File: src/rtl/mmu_regs_pkg.sv
package mmu_regs_pkg;

  localparam int DW    = 64;
  localparam int ASI_W = 8;

  localparam logic [ASI_W-1:0] ASI_I_REGS   = 8'h50;
  localparam logic [ASI_W-1:0] ASI_I_PTR8   = 8'h51;
  localparam logic [ASI_W-1:0] ASI_I_PTR64  = 8'h52;
  localparam logic [ASI_W-1:0] ASI_I_DIN    = 8'h54;
  localparam logic [ASI_W-1:0] ASI_I_TDATA  = 8'h55;
  localparam logic [ASI_W-1:0] ASI_I_TTAG   = 8'h56;
  localparam logic [ASI_W-1:0] ASI_I_DEMAP  = 8'h57;
  localparam logic [ASI_W-1:0] ASI_D_REGS   = 8'h58;
  localparam logic [ASI_W-1:0] ASI_D_PTR8   = 8'h59;
  localparam logic [ASI_W-1:0] ASI_D_PTR64  = 8'h5A;
  localparam logic [ASI_W-1:0] ASI_D_DIRECT = 8'h5B;
  localparam logic [ASI_W-1:0] ASI_D_DIN    = 8'h5C;
  localparam logic [ASI_W-1:0] ASI_D_TDATA  = 8'h5D;
  localparam logic [ASI_W-1:0] ASI_D_TTAG   = 8'h5E;
  localparam logic [ASI_W-1:0] ASI_D_DEMAP  = 8'h5F;

  // ASI bit that separates the instruction side from the data side
  localparam int SIDE_BIT = 3;

  localparam logic [7:0] FT_ACCESS = 8'h08;

  typedef enum logic [4:0] {
    RID_NONE,
    RID_TAGTGT,
    RID_PCTX,
    RID_SCTX,
    RID_FSR,
    RID_FADDR,
    RID_TSB,
    RID_TAGACC,
    RID_VWATCH,
    RID_PWATCH,
    RID_PTR8,
    RID_PTR64,
    RID_DIRECT,
    RID_DATAIN,
    RID_TLBDATA,
    RID_TLBTAG,
    RID_DEMAP
  } rid_t;

  typedef struct packed {
    rid_t rid;
    logic side;
    logic misalign;
    logic afault;
    logic ok;
  } dec_t;

endpackage

File: src/rtl/mmu_asi_decode.sv
module mmu_asi_decode
  import mmu_regs_pkg::*;
#(
  parameter int TLB_IDX_W = 6
) (
  input  logic [ASI_W-1:0]     asi,
  input  logic [DW-1:0]        addr,
  input  logic                 write,
  output dec_t                 dec,
  output logic [TLB_IDX_W-1:0] tlb_idx
);

  localparam int IDX_LO = 3;
  localparam int IDX_HI = IDX_LO + TLB_IDX_W - 1;

  rid_t rid;
  logic ro, wo;
  logic at_zero, in_tlb_span;

  assign at_zero     = (addr == '0);
  assign in_tlb_span = (addr[DW-1:IDX_HI+1] == '0);
  assign tlb_idx     = addr[IDX_HI:IDX_LO];

  always_comb begin
    rid = RID_NONE;
    ro  = 1'b0;
    wo  = 1'b0;
    case (asi)
      ASI_I_REGS: begin
        case (addr)
          64'h00:  begin rid = RID_TAGTGT; ro = 1'b1; end
          64'h18:  rid = RID_FSR;
          64'h28:  rid = RID_TSB;
          64'h30:  rid = RID_TAGACC;
          default: rid = RID_NONE;
        endcase
      end
      ASI_D_REGS: begin
        case (addr)
          64'h00:  begin rid = RID_TAGTGT; ro = 1'b1; end
          64'h08:  rid = RID_PCTX;
          64'h10:  rid = RID_SCTX;
          64'h18:  rid = RID_FSR;
          64'h20:  begin rid = RID_FADDR; ro = 1'b1; end
          64'h28:  rid = RID_TSB;
          64'h30:  rid = RID_TAGACC;
          64'h38:  rid = RID_VWATCH;
          64'h40:  rid = RID_PWATCH;
          default: rid = RID_NONE;
        endcase
      end
      ASI_I_PTR8, ASI_D_PTR8: begin
        ro = 1'b1;
        if (at_zero) rid = RID_PTR8;
      end
      ASI_I_PTR64, ASI_D_PTR64: begin
        ro = 1'b1;
        if (at_zero) rid = RID_PTR64;
      end
      ASI_D_DIRECT: begin
        ro = 1'b1;
        if (at_zero) rid = RID_DIRECT;
      end
      ASI_I_DIN, ASI_D_DIN: begin
        wo = 1'b1;
        if (at_zero) rid = RID_DATAIN;
      end
      ASI_I_TDATA, ASI_D_TDATA: begin
        if (in_tlb_span) rid = RID_TLBDATA;
      end
      ASI_I_TTAG, ASI_D_TTAG: begin
        ro = 1'b1;
        if (in_tlb_span) rid = RID_TLBTAG;
      end
      ASI_I_DEMAP, ASI_D_DEMAP: begin
        wo  = 1'b1;
        rid = RID_DEMAP;
      end
      default: rid = RID_NONE;
    endcase
  end

  always_comb begin
    dec.rid      = rid;
    dec.side     = asi[SIDE_BIT];
    dec.misalign = (addr[2:0] != 3'b000);
    dec.afault   = !dec.misalign &&
                   ((rid == RID_NONE) || (write && ro) || (!write && wo));
    dec.ok       = !dec.misalign && !dec.afault;
  end

endmodule

File: src/rtl/mmu_side_regs.sv
module mmu_side_regs
  import mmu_regs_pkg::*;
#(
  parameter bit FULL_SET = 1'b1,
  parameter int VA_TOP   = 43,
  parameter int CTX_W    = 13
) (
  input  logic          clk,
  input  logic          rst_n,
  input  logic          wen,
  input  rid_t          rid,
  input  logic [DW-1:0] wdata,
  output logic [DW-1:0] rval
);

  localparam int TT_CTX_LO = 48;
  localparam int TT_VA_SH  = 22;

  logic [DW-1:0] fsr_q, tsb_q, tagacc_q;
  logic [DW-1:0] pctx_q, sctx_q, vwatch_q, pwatch_q;
  logic [DW-1:0] wd_sext, wd_ctx, tagtgt;

  function automatic logic [DW-1:0] sext_va(input logic [DW-1:0] v);
    logic [DW-1:0] r;
    r = v;
    for (int b = VA_TOP + 1; b < DW; b++) r[b] = v[VA_TOP];
    return r;
  endfunction

  assign wd_sext = sext_va(wdata);
  assign wd_ctx  = {{(DW-CTX_W){1'b0}}, wdata[CTX_W-1:0]};
  assign tagtgt  = ({{(DW-CTX_W){1'b0}}, tagacc_q[CTX_W-1:0]} << TT_CTX_LO)
                 | (tagacc_q >> TT_VA_SH);

  always_ff @(posedge clk) begin
    if (!rst_n) begin
      fsr_q    <= '0;
      tsb_q    <= '0;
      tagacc_q <= '0;
    end else if (wen) begin
      case (rid)
        RID_FSR:    fsr_q    <= wdata;
        RID_TSB:    tsb_q    <= wd_sext;
        RID_TAGACC: tagacc_q <= wd_sext;
        default:    ;
      endcase
    end
  end

  generate
    if (FULL_SET) begin : g_full
      always_ff @(posedge clk) begin
        if (!rst_n) begin
          pctx_q   <= '0;
          sctx_q   <= '0;
          vwatch_q <= '0;
          pwatch_q <= '0;
        end else if (wen) begin
          case (rid)
            RID_PCTX:   pctx_q   <= wd_ctx;
            RID_SCTX:   sctx_q   <= wd_ctx;
            RID_VWATCH: vwatch_q <= wd_sext;
            RID_PWATCH: pwatch_q <= wd_sext;
            default:    ;
          endcase
        end
      end
    end else begin : g_lean
      assign pctx_q   = '0;
      assign sctx_q   = '0;
      assign vwatch_q = '0;
      assign pwatch_q = '0;
    end
  endgenerate

  always_comb begin
    case (rid)
      RID_TAGTGT: rval = tagtgt;
      RID_FSR:    rval = fsr_q;
      RID_TSB:    rval = tsb_q;
      RID_TAGACC: rval = tagacc_q;
      RID_PCTX:   rval = pctx_q;
      RID_SCTX:   rval = sctx_q;
      RID_VWATCH: rval = vwatch_q;
      RID_PWATCH: rval = pwatch_q;
      default:    rval = '0;
    endcase
  end

endmodule

File: src/rtl/mmu_regfile_decode.sv
module mmu_regfile_decode
  import mmu_regs_pkg::*;
#(
  parameter int VA_TOP    = 43,
  parameter int CTX_W     = 13,
  parameter int TLB_IDX_W = 6
) (
  input  logic                 clk,
  input  logic                 rst_n,
  input  logic                 req_valid,
  input  logic                 req_write,
  input  logic [ASI_W-1:0]     req_asi,
  input  logic [DW-1:0]        req_addr,
  input  logic [DW-1:0]        req_wdata,
  output logic                 rsp_valid,
  output logic [DW-1:0]        rsp_rdata,
  output logic                 rsp_misalign,
  output logic                 rsp_access_fault,
  output logic [7:0]           rsp_fault_type,
  output logic                 tlb_rd,
  output logic                 tlb_wr,
  output logic                 tlb_side,
  output logic                 tlb_tag_sel,
  output logic [TLB_IDX_W-1:0] tlb_index,
  output logic [DW-1:0]        tlb_wdata,
  input  logic [DW-1:0]        tlb_rdata,
  output logic                 cmd_valid,
  output logic                 cmd_demap,
  output logic                 cmd_side,
  output logic [DW-1:0]        cmd_addr,
  output logic [DW-1:0]        cmd_data,
  input  logic [DW-1:0]        ro_ptr8_i,
  input  logic [DW-1:0]        ro_ptr64_i,
  input  logic [DW-1:0]        ro_ptr8_d,
  input  logic [DW-1:0]        ro_ptr64_d,
  input  logic [DW-1:0]        ro_direct_d,
  input  logic [DW-1:0]        ro_fault_addr_d
);

  localparam int N_SIDES = 2;

  dec_t                 dec;
  logic [TLB_IDX_W-1:0] idx;
  logic                 go, is_tlb, is_cmd;
  logic [N_SIDES-1:0]   side_wen;
  logic [DW-1:0]        side_rval [N_SIDES];
  logic [DW-1:0]        sel_val;

  logic                 valid_q, mis_q, af_q, tlbsel_q;
  logic [DW-1:0]        rdata_q;

  mmu_asi_decode #(.TLB_IDX_W(TLB_IDX_W)) u_dec (
    .asi     (req_asi),
    .addr    (req_addr),
    .write   (req_write),
    .dec     (dec),
    .tlb_idx (idx)
  );

  assign go     = req_valid && dec.ok;
  assign is_tlb = (dec.rid == RID_TLBDATA) || (dec.rid == RID_TLBTAG);
  assign is_cmd = (dec.rid == RID_DATAIN) || (dec.rid == RID_DEMAP);

  generate
    for (genvar s = 0; s < N_SIDES; s++) begin : g_side
      assign side_wen[s] = go && req_write && (dec.side == 1'(s));
      mmu_side_regs #(
        .FULL_SET (s == 1),
        .VA_TOP   (VA_TOP),
        .CTX_W    (CTX_W)
      ) u_regs (
        .clk   (clk),
        .rst_n (rst_n),
        .wen   (side_wen[s]),
        .rid   (dec.rid),
        .wdata (req_wdata),
        .rval  (side_rval[s])
      );
    end
  endgenerate

  always_comb begin
    case (dec.rid)
      RID_PTR8:   sel_val = dec.side ? ro_ptr8_d : ro_ptr8_i;
      RID_PTR64:  sel_val = dec.side ? ro_ptr64_d : ro_ptr64_i;
      RID_DIRECT: sel_val = ro_direct_d;
      RID_FADDR:  sel_val = ro_fault_addr_d;
      default:    sel_val = side_rval[dec.side];
    endcase
  end

  // TLB port: strobed in the request cycle
  assign tlb_rd      = go && is_tlb && !req_write;
  assign tlb_wr      = go && is_tlb && req_write;
  assign tlb_side    = dec.side;
  assign tlb_tag_sel = (dec.rid == RID_TLBTAG);
  assign tlb_index   = idx;
  assign tlb_wdata   = req_wdata;

  always_ff @(posedge clk) begin
    if (!rst_n) begin
      valid_q   <= 1'b0;
      mis_q     <= 1'b0;
      af_q      <= 1'b0;
      tlbsel_q  <= 1'b0;
      rdata_q   <= '0;
      cmd_valid <= 1'b0;
      cmd_demap <= 1'b0;
      cmd_side  <= 1'b0;
      cmd_addr  <= '0;
      cmd_data  <= '0;
    end else begin
      valid_q   <= req_valid;
      mis_q     <= req_valid && dec.misalign;
      af_q      <= req_valid && dec.afault;
      tlbsel_q  <= go && is_tlb && !req_write;
      rdata_q   <= (go && !is_tlb && !req_write) ? sel_val : '0;
      cmd_valid <= go && is_cmd && req_write;
      if (go && is_cmd && req_write) begin
        cmd_demap <= (dec.rid == RID_DEMAP);
        cmd_side  <= dec.side;
        cmd_addr  <= req_addr;
        cmd_data  <= req_wdata;
      end
    end
  end

  assign rsp_valid        = valid_q;
  assign rsp_misalign     = mis_q;
  assign rsp_access_fault = af_q;
  assign rsp_fault_type   = af_q ? FT_ACCESS : 8'h00;
  assign rsp_rdata        = tlbsel_q ? tlb_rdata : rdata_q;

endmodule

File: config.mk
export PLATFORM = sky130hd
export DESIGN_NAME = mmu_regfile_decode
export DESIGN_NICKNAME = d
export VERILOG_FILES = /design/src/rtl/mmu_regs_pkg.sv /design/src/rtl/mmu_asi_decode.sv /design/src/rtl/mmu_side_regs.sv /design/src/rtl/mmu_regfile_decode.sv
export SDC_FILE = /design/constraint.sdc
export NUM_CORES = 2
export LEC_CHECK = 0
export BUFFER_PORTS_ARGS = -buffer_cell sky130_fd_sc_hd__buf_4
export CORE_AREA = 8 8 328 330
export CTS_CLUSTER_DIAMETER = 120
export CTS_CLUSTER_SIZE = 28
export DETAILED_ROUTE_END_ITERATION = 16
export DIE_AREA = 0 0 336 338
export PLACE_DENSITY = 0.61
export SYNTH_ARGS = -nofsm -noshare
export SYNTH_HDL_FRONTEND = slang
export SYNTH_SLANG_ARGS = --single-unit
export TNS_END_PERCENT = 100
File: constraint.sdc
create_clock -name clk -period 4.6 [get_ports clk]
set_input_delay 0.69 -clock clk [delete_from_list [all_inputs] [get_ports clk]]
set_output_delay 0.69 -clock clk [all_outputs]
set_load 0.02 [all_outputs]
==> results.md <==
| Metric | This run | Unit |
| --- | --- | --- |
| Worst-case vdd ir drop | 0.000262 | V |
| Vias in the first global route | 28.9k | - |
| Buffers added on ports | 860 | - |
| Critical path peak fanout | 14 | - |
| Clock buffer depth | 3 | - |
| Fill cell count | 10.6k | - |
| Max Fclk | 0.234 | GHz |
| Flip-flop cell with the highest count after synthesis | dfxtp_1 | - |
| Post-synth ARST share | 0 | % |
| Unrepaired setup endpoints after global routing | no | - |
| EDFF count, synth | 0 | - |
| Worst setup path startpoint | req_addr[58] | - |
| Mean instance size in the synthesized netlist | 7.96 | um^2 |
| Starting Density | 28.9 | % |
| Measured slew at the worst slew-check pin | 1.16 | ns |
| Classification of the worst-slack hold path | in2reg | - |
| Total half-perimeter wirelength after legalization and detailed placement | 124000 | um |
| Setup Skew | 0.0306 | ns |
| Placeable core region | 103000 | um^2 |
| Source-to-sink clock delay at the later pin of the worst-skew pair | 0.67 | ns |
| Routed WL | 164000 | um |
| DIE AREA | 114000 | um^2 |
| Last weighted congestion value of the routability-driven placer | 0.936 | - |
| Wire length of the first global-routing pass | 225000 | um |
| Run status | complete, no violations | - |
| Distinct cell type count of the synthesized netlist | 73 | - |
| Post-route antenna net violation count | 0 | - |
| Total vias in the final route | 31.3k | - |
| Source of the worst register-to-register timing path | g_side[0].u_regs.tagacc_q[43] | - |
| Worst setup EP type | output pin | - |
| Total number of placement rows | 118 | - |
| Post-route DRC violation count | 0 | - |
| Number of clock sinks seen by CTS | 617 | - |
| Endpoint of the lowest-slack register-to-register path | rdata_q[50] | - |
| CTS tree | done | - |
| Final std cell area, no fill | 38300 | um^2 |
| Total I/O pin count | 868 | - |
| Rel. slew slack | 22.7 | % |
| Post-CTS Hold Fix Bufs | 0 | - |
| DP Area | 37200 | um^2 |
| Number of synthesis warnings | 0 | - |
| Detailed Routing Iterations Pass 1 | 9 | - |
| Clk slew on worst S/H paths | 0.12 | ns |
| Most common library cell in the layout ignoring fill and taps | nand2_1 | - |
| GRT Total Usage | 27.0 | % |
| Average wire per cell in the routed design | 28.8 | um |
| Clock buffer count from CTS | 30 | - |
| Post-synthesis instance total | 3727 | - |
| Worst setup margin | 0.327 | ns |
| Clock Root Buffer | clkbuf_16 | - |
| Grt total ovfl | 0 | - |
| CTS H-tree depth | 1 | - |
| Static Leak | 13.9 | nW |
| Height of the die | 338 | um |
| Power after layout | 9.70 | mW |
| Area growth, synth to finish | 29.0 | % |
| Width of the chip | 336 | um |
| Setup violation total in the final timing report | 0 | - |
| Post-layout nets | 4888 | - |
| Netlist Area Pre-Place | 29700 | um^2 |
| Ratio of cells with drive above 1 in the final layout | 29.0 | % |
| Largest net degree at the start of global routing | 130 | - |
| Endpoints failing hold | 0 | - |
| Final total negative setup slack | 0 | ns |
| Number of antenna violations at the first check in global routing | 49 | - |
| Violation count after the first detailed-route iteration | 3914 | - |
| Startpoint type of the worst setup path | input pin | - |
| Core occupancy in the finished layout | 37.3 | % |
| Minimum clock period | 4.27 | ns |
| Worst-case register-to-register setup slack | 2.85 | ns |
| #FFs+latches synth | 617 | - |
| Via-per-instance ratio | 5.48 | - |
| Commonest non-fill, non-tap cells in the layout | nand2_1 (1106), buf_4 (945), dfxtp_1 (616), a21oi_1 (573), mux2_2 (178) | - |
| Data required time of the worst path | 3.91 | ns |
| Setup WS pre-CTS | 0.0362 | ns |
| Number of max-cap violations | 0 | - |
| Max Slew Vio Count | 0 | - |
| Critical path capture point | tlb_wr | - |
| Critical Setup Path Class | in2out | - |
| Portion of the post-synthesis area used by sequential elements | 41.6 | % |
| Share of the clock period used by the worst path | 92.9 | % |
| Arrival time at the worst endpoint | 3.58 | ns |
| Number of instances resized during post-cts repair | 0 | - |
| Number of cells traversed by the worst register-to-register path | 5 | - |
| Worst Hold Slack | 0.229 | ns |
| Cells after DPL | 5648 | - |
| Total power divided by cell area | 253 | nW/um^2 |
| Total setup buffers inserted after CTS | 0 | - |
| Post-layout instance count excluding filler cells | 5716 | - |
worst min path at each step:
stage / from / endpoint / slack (ns) / cells past startpoint
2_1_floorplan: g_side[0].u_regs.tsb_q[43] / g_side[0].u_regs.tsb_q[43] / 0.43 / 2
3_3_place_gp: g_side[1].u_regs.tsb_q[35] / g_side[1].u_regs.tsb_q[35] / 0.43 / 2
3_5_place_dp: g_side[0].u_regs.tsb_q[26] / g_side[0].u_regs.tsb_q[26] / 0.44 / 2
4_1_cts: req_write / tlbsel_q / 0.19 / 2
5_1_grt: req_write / tlbsel_q / 0.21 / 2
6_report: req_write / tlbsel_q / 0.23 / 2
cells by family after synthesis:
logic type,synth area share [%]
other,0.0126
AOI/OAI and AO/OA,22.1
muxes,9.96
xor gates and xnor gates,0.0885
and+or+nand+nor,18.7
DFF,41.6
buffers and inverters,7.46
registers in the layout (all words and copies together) (netlist names), 44 cells and up:
register                cells
g_side.u_regs.tagacc_q     88
cmd_data                   64
rdata_q                    64
cmd_addr                   64
g_side.u_regs.vwatch_q     44
g_side.u_regs.pwatch_q     44
g_side.u_regs.tsb_q        88
g_side.u_regs.fsr_q       128
cell type report:
class,count,area (um^2),share of cell area [%]
tap,1380,1730,4.51
timing repair buffer,982,7830,20.4
sequential,617,12400,32.3
antenna,25,62.6,0.163
clock inverter,12,211,0.552
clock buffer,31,764,2.00
inverter,18,75.1,0.196
multi-input combinational,2651,15300,39.9
critical path, stage by stage:
cell	delay, ns
buf_4	0.12
nor4_1	0.41
nand4_1	0.35
or3_1	0.50
buf_4	0.24
nor3_1	0.25
or3_1	0.24
o311ai_4	0.13
nor2_1	0.40
buf_4	0.24
cells in the mapped netlist (30+ instances only):
| master | number | area share [%] |
|---|---|---|
| mux2_2 | 178 | 6.8 |
| nand2_1 | 1106 | 14 |
| a31oi_1 | 45 | 0.95 |
| a22oi_1 | 68 | 1.7 |
| dfxtp_1 | 617 | 42 |
| a21oi_1 | 575 | 9.7 |
| clkbuf_1 | 282 | 3.6 |
| buf_4 | 82 | 2.1 |
| nor2b_1 | 35 | 0.74 |
| buf_2 | 57 | 0.96 |
| a222oi_1 | 77 | 2.6 |
| nor2_1 | 71 | 0.90 |
| o311a_1 | 30 | 1.0 |
| o21ai_0 | 65 | 1.1 |
| mux2i_1 | 95 | 3.2 |
| a211oi_1 | 31 | 0.78 |
| a221o_1 | 70 | 2.4 |
where the power goes:
part | switching [mW] | internal (mW) | leakage, nW | total [mW]
logic | 0.518 | 0.451 | 8.46 | 0.969
registers | 0.000943 | 5.34 | 4.97 | 5.34
clock network | 2.05 | 1.33 | 0.472 | 3.39
total | 2.57 | 7.12 | 13.9 | 9.70
routing by layer:
metal | routed length [um] | global-route usage, % | up-vias
met1 | 68000 | 36.1 | 15400
met5 | 188 | 0 | -
li1 | - | - | 14100
met3 | 18600 | 8.78 | 203
met4 | 4760 | 7.58 | 28
met2 | 72900 | 41.5 | 1634
Note: power is estimated with default switching activity, not from simulation.
